[src/rtl/opl_pkg.sv]
package opl_pkg;

    localparam int SEL_W   = 16;
    localparam int PTR_W   = 64;
    localparam int LIN_W   = 32;
    localparam int PAR_SHF = 4;
    localparam int NUM_SEG = 6;
    localparam int IDX_W   = 3;

    typedef enum logic [1:0] {
        MODE_REAL = 2'd0,
        MODE_V86  = 2'd1,
        MODE_PROT = 2'd2,
        MODE_LONG = 2'd3
    } cpu_mode_e;

    typedef enum logic [IDX_W-1:0] {
        SEG_ES = 3'd0,
        SEG_CS = 3'd1,
        SEG_SS = 3'd2,
        SEG_DS = 3'd3,
        SEG_FS = 3'd4,
        SEG_GS = 3'd5
    } seg_idx_e;

    typedef struct packed {
        logic             upd_seg;
        logic [SEL_W-1:0] seg;
        logic [PTR_W-1:0] ptr;
    } cap_rec_t;

    function automatic logic [PTR_W-1:0] real_linear(
        input logic [SEL_W-1:0] sel,
        input logic [PTR_W-1:0] off
    );
        logic [LIN_W-1:0] base;
        logic [LIN_W-1:0] sum;
        base = LIN_W'(sel) << PAR_SHF;
        sum  = off[LIN_W-1:0] + base;
        return PTR_W'(sum);
    endfunction

    function automatic logic [PTR_W-1:0] narrow_offset(input logic [PTR_W-1:0] off);
        return PTR_W'(off[LIN_W-1:0]);
    endfunction

endpackage

[src/rtl/opl_seg_mux.sv]
module opl_seg_mux #(
    parameter int NSEG     = opl_pkg::NUM_SEG,
    parameter int SW       = opl_pkg::SEL_W,
    parameter int IW       = opl_pkg::IDX_W,
    parameter int FALLBACK = 3
) (
    input  logic [NSEG*SW-1:0] sel_bus,
    input  logic [IW-1:0]      idx,
    output logic [SW-1:0]      sel_out
);
    logic [SW-1:0] slot [NSEG];

    for (genvar g = 0; g < NSEG; g++) begin : g_slot
        assign slot[g] = sel_bus[g*SW +: SW];
    end

    always_comb begin
        sel_out = slot[FALLBACK];
        for (int i = 0; i < NSEG; i++) begin
            if (idx == IW'(i)) sel_out = slot[i];
        end
    end
endmodule

[src/rtl/opl_form.sv]
module opl_form
    import opl_pkg::*;
(
    input  logic [1:0]       mode,
    input  logic [SEL_W-1:0] sel,
    input  logic [PTR_W-1:0] addr,
    output cap_rec_t         rec
);
    cpu_mode_e m;
    assign m = cpu_mode_e'(mode);

    always_comb begin
        rec = '0;
        unique case (m)
            MODE_REAL, MODE_V86: begin
                rec.upd_seg = 1'b1;
                rec.seg     = '0;
                rec.ptr     = real_linear(sel, addr);
            end
            MODE_PROT: begin
                rec.upd_seg = 1'b1;
                rec.seg     = sel;
                rec.ptr     = narrow_offset(addr);
            end
            MODE_LONG: begin
                rec.upd_seg = 1'b0;
                rec.seg     = '0;
                rec.ptr     = addr;
            end
            default: rec = '0;
        endcase
    end
endmodule

[src/rtl/opl_store.sv]
module opl_store
    import opl_pkg::*;
(
    input  logic             clk,
    input  logic             rst,
    input  logic             we,
    input  cap_rec_t         rec,
    output logic [SEL_W-1:0] seg_q,
    output logic [PTR_W-1:0] ptr_q
);
    always_ff @(posedge clk) begin
        if (rst) begin
            seg_q <= '0;
            ptr_q <= '0;
        end else if (we) begin
            if (rec.upd_seg) seg_q <= rec.seg;
            ptr_q <= rec.ptr;
        end
    end
endmodule

[src/rtl/opl_top.sv]
module opl_top
    import opl_pkg::*;
#(
    parameter int NSEG = NUM_SEG,
    parameter int SW   = SEL_W,
    parameter int PW   = PTR_W,
    parameter int IW   = IDX_W
) (
    input  logic               clk,
    input  logic               rst,
    input  logic               cap_en,
    input  logic [IW-1:0]      seg_idx,
    input  logic [1:0]         cpu_mode,
    input  logic [NSEG*SW-1:0] seg_sel,
    input  logic [PW-1:0]      eff_addr,
    output logic [SW-1:0]      dseg_q,
    output logic [PW-1:0]      dptr_q
);
    localparam int DS_SLOT = int'(SEG_DS);
    localparam int HI_W    = PW - LIN_W;

    logic [SW-1:0] chosen_sel;
    cap_rec_t      rec;

    opl_seg_mux #(.NSEG(NSEG), .SW(SW), .IW(IW), .FALLBACK(DS_SLOT)) i_mux (
        .sel_bus (seg_sel),
        .idx     (seg_idx),
        .sel_out (chosen_sel)
    );

    opl_form i_form (
        .mode (cpu_mode),
        .sel  (chosen_sel),
        .addr (eff_addr),
        .rec  (rec)
    );

    opl_store i_store (
        .clk   (clk),
        .rst   (rst),
        .we    (cap_en),
        .rec   (rec),
        .seg_q (dseg_q),
        .ptr_q (dptr_q)
    );

    // Assertions
    logic rst_d;
    always_ff @(posedge clk) rst_d <= rst;

    always_ff @(posedge clk) begin
        if (rst_d === 1'b1) begin
            AST_RESET_CLEAR: assert (dseg_q == '0 && dptr_q == '0);
        end
    end

    AST_IDLE_HOLD: assert property (@(posedge clk) disable iff (rst)
        !cap_en |=> $stable(dseg_q) && $stable(dptr_q));

    AST_FALLBACK_DS: assert property (@(posedge clk) disable iff (rst)
        (seg_idx >= IW'(NSEG)) |-> chosen_sel == seg_sel[DS_SLOT*SW +: SW]);

    AST_REAL_SEG_ZERO: assert property (@(posedge clk) disable iff (rst)
        cap_en && !cpu_mode[1] |=> dseg_q == '0);

    AST_PROT_SEG_LOAD: assert property (@(posedge clk) disable iff (rst)
        cap_en && cpu_mode == 2'd2 |=> dseg_q == $past(chosen_sel));

    AST_LONG_SEG_KEEP: assert property (@(posedge clk) disable iff (rst)
        cap_en && cpu_mode == 2'd3 |=> $stable(dseg_q));

    AST_LONG_PTR_FULL: assert property (@(posedge clk) disable iff (rst)
        cap_en && cpu_mode == 2'd3 |=> dptr_q == $past(eff_addr));

    AST_UPPER_ZERO: assert property (@(posedge clk) disable iff (rst)
        cap_en && cpu_mode != 2'd3 |=> dptr_q[PW-1 -: HI_W] == '0);
endmodule

[config.mk]
export PLATFORM = sky130hd
export DESIGN_NAME = opl_top
export DESIGN_NICKNAME = d
export VERILOG_FILES = /design/src/rtl/opl_pkg.sv /design/src/rtl/opl_seg_mux.sv /design/src/rtl/opl_form.sv /design/src/rtl/opl_store.sv /design/src/rtl/opl_top.sv
export SDC_FILE = /design/constraint.sdc
export NUM_CORES = 1
export LEC_CHECK = 0
export ABC_AREA = 1
export BUFFER_PORTS_ARGS = -buffer_cell sky130_fd_sc_hd__buf_2
export CORE_UTILIZATION = 54
export DETAILED_ROUTE_END_ITERATION = 7
export PLACE_DENSITY = 0.95
export SETUP_SLACK_MARGIN = 0.15
export SLEW_MARGIN = 0
export SYNTH_ARGS = -nofsm -noshare
export SYNTH_HDL_FRONTEND = slang
export SYNTH_HIERARCHICAL = 1
export SYNTH_SLANG_ARGS = --single-unit
[constraint.sdc]
create_clock -name clk -period 5.62 [get_ports clk]
set_input_delay 0.281 -clock clk [delete_from_list [all_inputs] [get_ports clk]]
set_output_delay 0.281 -clock clk [all_outputs]
set_load 0.01 [all_outputs]
==> out/summary.txt <==
==================================================================================================
Data arrival at the endpoint of the critical path                                          3.54 ns
Area of the multi-input gates                                                            3631 um^2
Class of the tightest hold or removal check                                              in -> reg
Top Ports                                                                                      248
Number of violations of the max-capacitance limit                                                0
Synth Register Bits                                                                             80
Skew final                                                                                    0 ns
Synthesized instance count                                                                   1,149
Count of endpoints failing hold in the final timing report                                       0
Count of vias placed by the detailed router                                                  7,453
DR pass1 iterations                                                                              5
Kind of end point of the critical path                                                        flop
Area added between synthesis and finish                                                     23.26%
Placed wire-length estimate after detailed placement                                      14.00 mm
GR Overflow Total                                                                                0
Filler Cell Count                                                                            1,065
Clock transition time at the flip-flop clock pins of the worst setup and hold paths        0.06 ns
Number of max-slew violations in the final report                                                0
Worst endpoint required time                                                               5.83 ns
Share of the synthesized area in the top cell type                                          25.63%
Setup Buffers After CTS                                                                          0
Gates resized, CTS repair                                                                        0
Floorplan die width                                                                       109.6 um
Worst-path maximum fanout                                                                       29
Violation count after the first detailed-route iteration                                       772
VDD IR max                                                                               0.2193 mV
Floorplan row count                                                                             38
Starting density of the core                                                                56.42%
Deepest level of the CTS H-tree                                                                  3
Clock sink total                                                                                80
Pin count of the biggest net entering global routing                                            81
Total DRC errors in the routed layout                                                            0
Leakage dissipation                                                                       4.788 nW
Setup repair after global routing missed its margin                                          false
Worst skew pair latency                                                                    0.33 ns
Post-synthesis average cell area                                                        5.439 um^2
Area of the mapped netlist                                                               6250 um^2
Sequential cell area fraction in the yosys report                                           25.63%
Area of the die                                                                        12,010 um^2
Core Box Area                                                                          11,080 um^2
Number of hold-repair buffers added at the cts stage                                             0
Tightest Pin Transition                                                                   1.220 ns
Layout cells sized above 1                                                                  21.38%
Number of buffers between clock root and the deepest sink                                        2
Tcrit/Tclk final                                                                            59.23%
Fin nets                                                                                     1,541
Finish-stage setup viols                                                                         0
Clock tree from TritonCTS                                                                      yes
Synth area leaders                                                                    sky130_fd_sc_hd__dfxtp_1 (26%), sky130_fd_sc_hd__nand2_1 (19%), sky130_fd_sc_hd__nor2_1 (17%)
Number of global-route vias before repair                                                    6,337
Summed area of non-filler cells in the final layout                                      7704 um^2
Global-route wire length before repair                                                    29.30 mm
Instance area at placement                                                               7390 um^2
Smallest setup slack after layout                                                         2.291 ns
Antenna-violating nets left                                                                      0
Final GP Congestion                                                                         0.9944
Number of clock buffers inserted by TritonCTS                                                    9
# placed instances                                                                           1,485
Count of distinct cell types in the synthesized netlist                                         38
Chip Height                                                                               109.6 um
Dominant cell type by area after synthesis                                            sky130_fd_sc_hd__dfxtp_1
Overall Global Routing Usage                                                                31.01%
Yosys warning total                                                                              6
Sequential cell area in the final layout                                                 1602 um^2
CTS Root Cell                                                                         sky130_fd_sc_hd__clkbuf_16
Diodes inserted                                                                                  0
Number of antenna violations at the first check in global routing                                0
Startpoint types                                                                      primary input
Max Clock Freq                                                                           300.4 MHz
Clock period minus worst slack                                                            3.329 ns
Utilization after layout                                                                    69.54%
Total nets after synthesis                                                                   1,334
Sum Neg Setup Slack                                                                           0 ns
Outcome                                                                               finished, final reports clean
Layout Cells excl Fill                                                                       1,501
Routed length per placed instance                                                         12.54 um
Power Density                                                                         237.4 nW/um^2
Via-per-instance ratio                                                                       4.965
Slew Limit Headroom                                                                         18.49%
Category of the most critical setup path                                                 in -> reg
Post-place setup slack                                                                    2.084 ns
Wirelength, routed                                                                        18.82 mm
IO Port Bufs                                                                                   247
==================================================================================================
## flip-flops by register name, indices dropped and copies added, names as in the netlist
| signal | count |
|---|---|
| i_store/seg_q | 16 |
| i_store/ptr_q | 64 |
## cell type report
class	instances	area share [%]
sequential	80	20.79
clock inverter	5	1.056
multi-input combinational	821	47.13
inverter	196	9.583
tap	140	2.274
clock buffer	11	3.021
timing repair buffer	248	16.14
## cells by family after synthesis
kind of cell	count (synthesis)	share of synthesized area, %
xor gates and xnor gates	3	0.4205
AOI/OAI and AO/OA	95	7.768
and+or+nand+nor	706	46.29
buffers and inverters	248	16.38
adders and majority gates	17	3.524
DFF	80	25.63
## routing by layer
layer	GRT usage, %	share of wire (%)	vias to the layer above	wire length [um]
met5	0	0	-	0
met4	11.05	2.8	0	529
met3	5.157	8.2	45	1543
met2	51.08	46	347	8564
met1	40.81	43	3212	8180
li1	-	-	3849	-
## cell usage in the layout (no fill, tap or decap), types with 9 or more instances in the layout
cell type,n
sky130_fd_sc_hd__a21oi_1,20
sky130_fd_sc_hd__buf_2,247
sky130_fd_sc_hd__clkbuf_16,9
sky130_fd_sc_hd__dfxtp_1,80
sky130_fd_sc_hd__ha_1,16
sky130_fd_sc_hd__inv_1,191
sky130_fd_sc_hd__nand2_1,310
sky130_fd_sc_hd__nand3_1,64
sky130_fd_sc_hd__nor2_1,287
sky130_fd_sc_hd__o21ai_0,71
## path summary, 6_finish.rpt
| path | end | depth (start not counted) | slack [ns] | from |
|---|---|---|---|---|
| setup / recovery | i_store/ptr_q[31] | 18 | 2.29 | seg_idx[0] |
| hold / removal | i_store/ptr_q[2] | 3 | 0.18 | eff_addr[2] |
| setup reg to reg | i_store/seg_q[4] | 4 | 4.89 | i_store/seg_q[4] |
| hold reg to reg | i_store/ptr_q[53] | 2 | 0.49 | i_store/ptr_q[53] |
## synthesized netlist by cell type, drive strengths merged
cell    number
a21boi       1
nor3        12
a31oi        1
nand2      319
clkbuf      20
a21oi       21
clkinv       1
ha          16
or2          3
fa           1
nand3b       8
buf         32
o21ai       71
nor2       290
dfxtp       80
inv        195
nand3       69
nand4        1
nor4         3
xnor2        2
xor2         1
and2         1
o31ai        1
## metrics by stage
step           power, mW  hold slack (ns)
2_1_floorplan      1.027           0.4981
3_3_place_gp       1.203           0.4706
3_5_place_dp       1.210           0.4764
4_1_cts            1.834           0.1638
5_1_grt            1.946           0.1781
6_report           1.829           0.1751
## worst max-delay path: stages
cell and delay [ns]:
sky130_fd_sc_hd__buf_2 0.15, sky130_fd_sc_hd__nor2_4 0.34, sky130_fd_sc_hd__nand2_1 0.61, sky130_fd_sc_hd__inv_1 0.30, sky130_fd_sc_hd__a21oi_1 0.10, sky130_fd_sc_hd__a21oi_1 0.26
sky130_fd_sc_hd__ha_1 0.31, sky130_fd_sc_hd__nand2_1 0.11, sky130_fd_sc_hd__inv_1 0.10, sky130_fd_sc_hd__nand2_1 0.09, sky130_fd_sc_hd__nor2_1 0.15, sky130_fd_sc_hd__nand4_1 0.15
sky130_fd_sc_hd__nand3_2 0.16, sky130_fd_sc_hd__nand2_1 0.08, sky130_fd_sc_hd__nand2_1 0.08, sky130_fd_sc_hd__nand2_1 0.05, sky130_fd_sc_hd__nor2_1 0.13, sky130_fd_sc_hd__nor2_1 0.08
## where the power goes
group,total (mW),internal [mW],switching (mW)
sequential,0.628,0.608,0.0198
combinational,0.588,0.216,0.372
clock,0.613,0.389,0.224
total,1.83,1.21,0.616
Power figures use the tool's default switching activity.
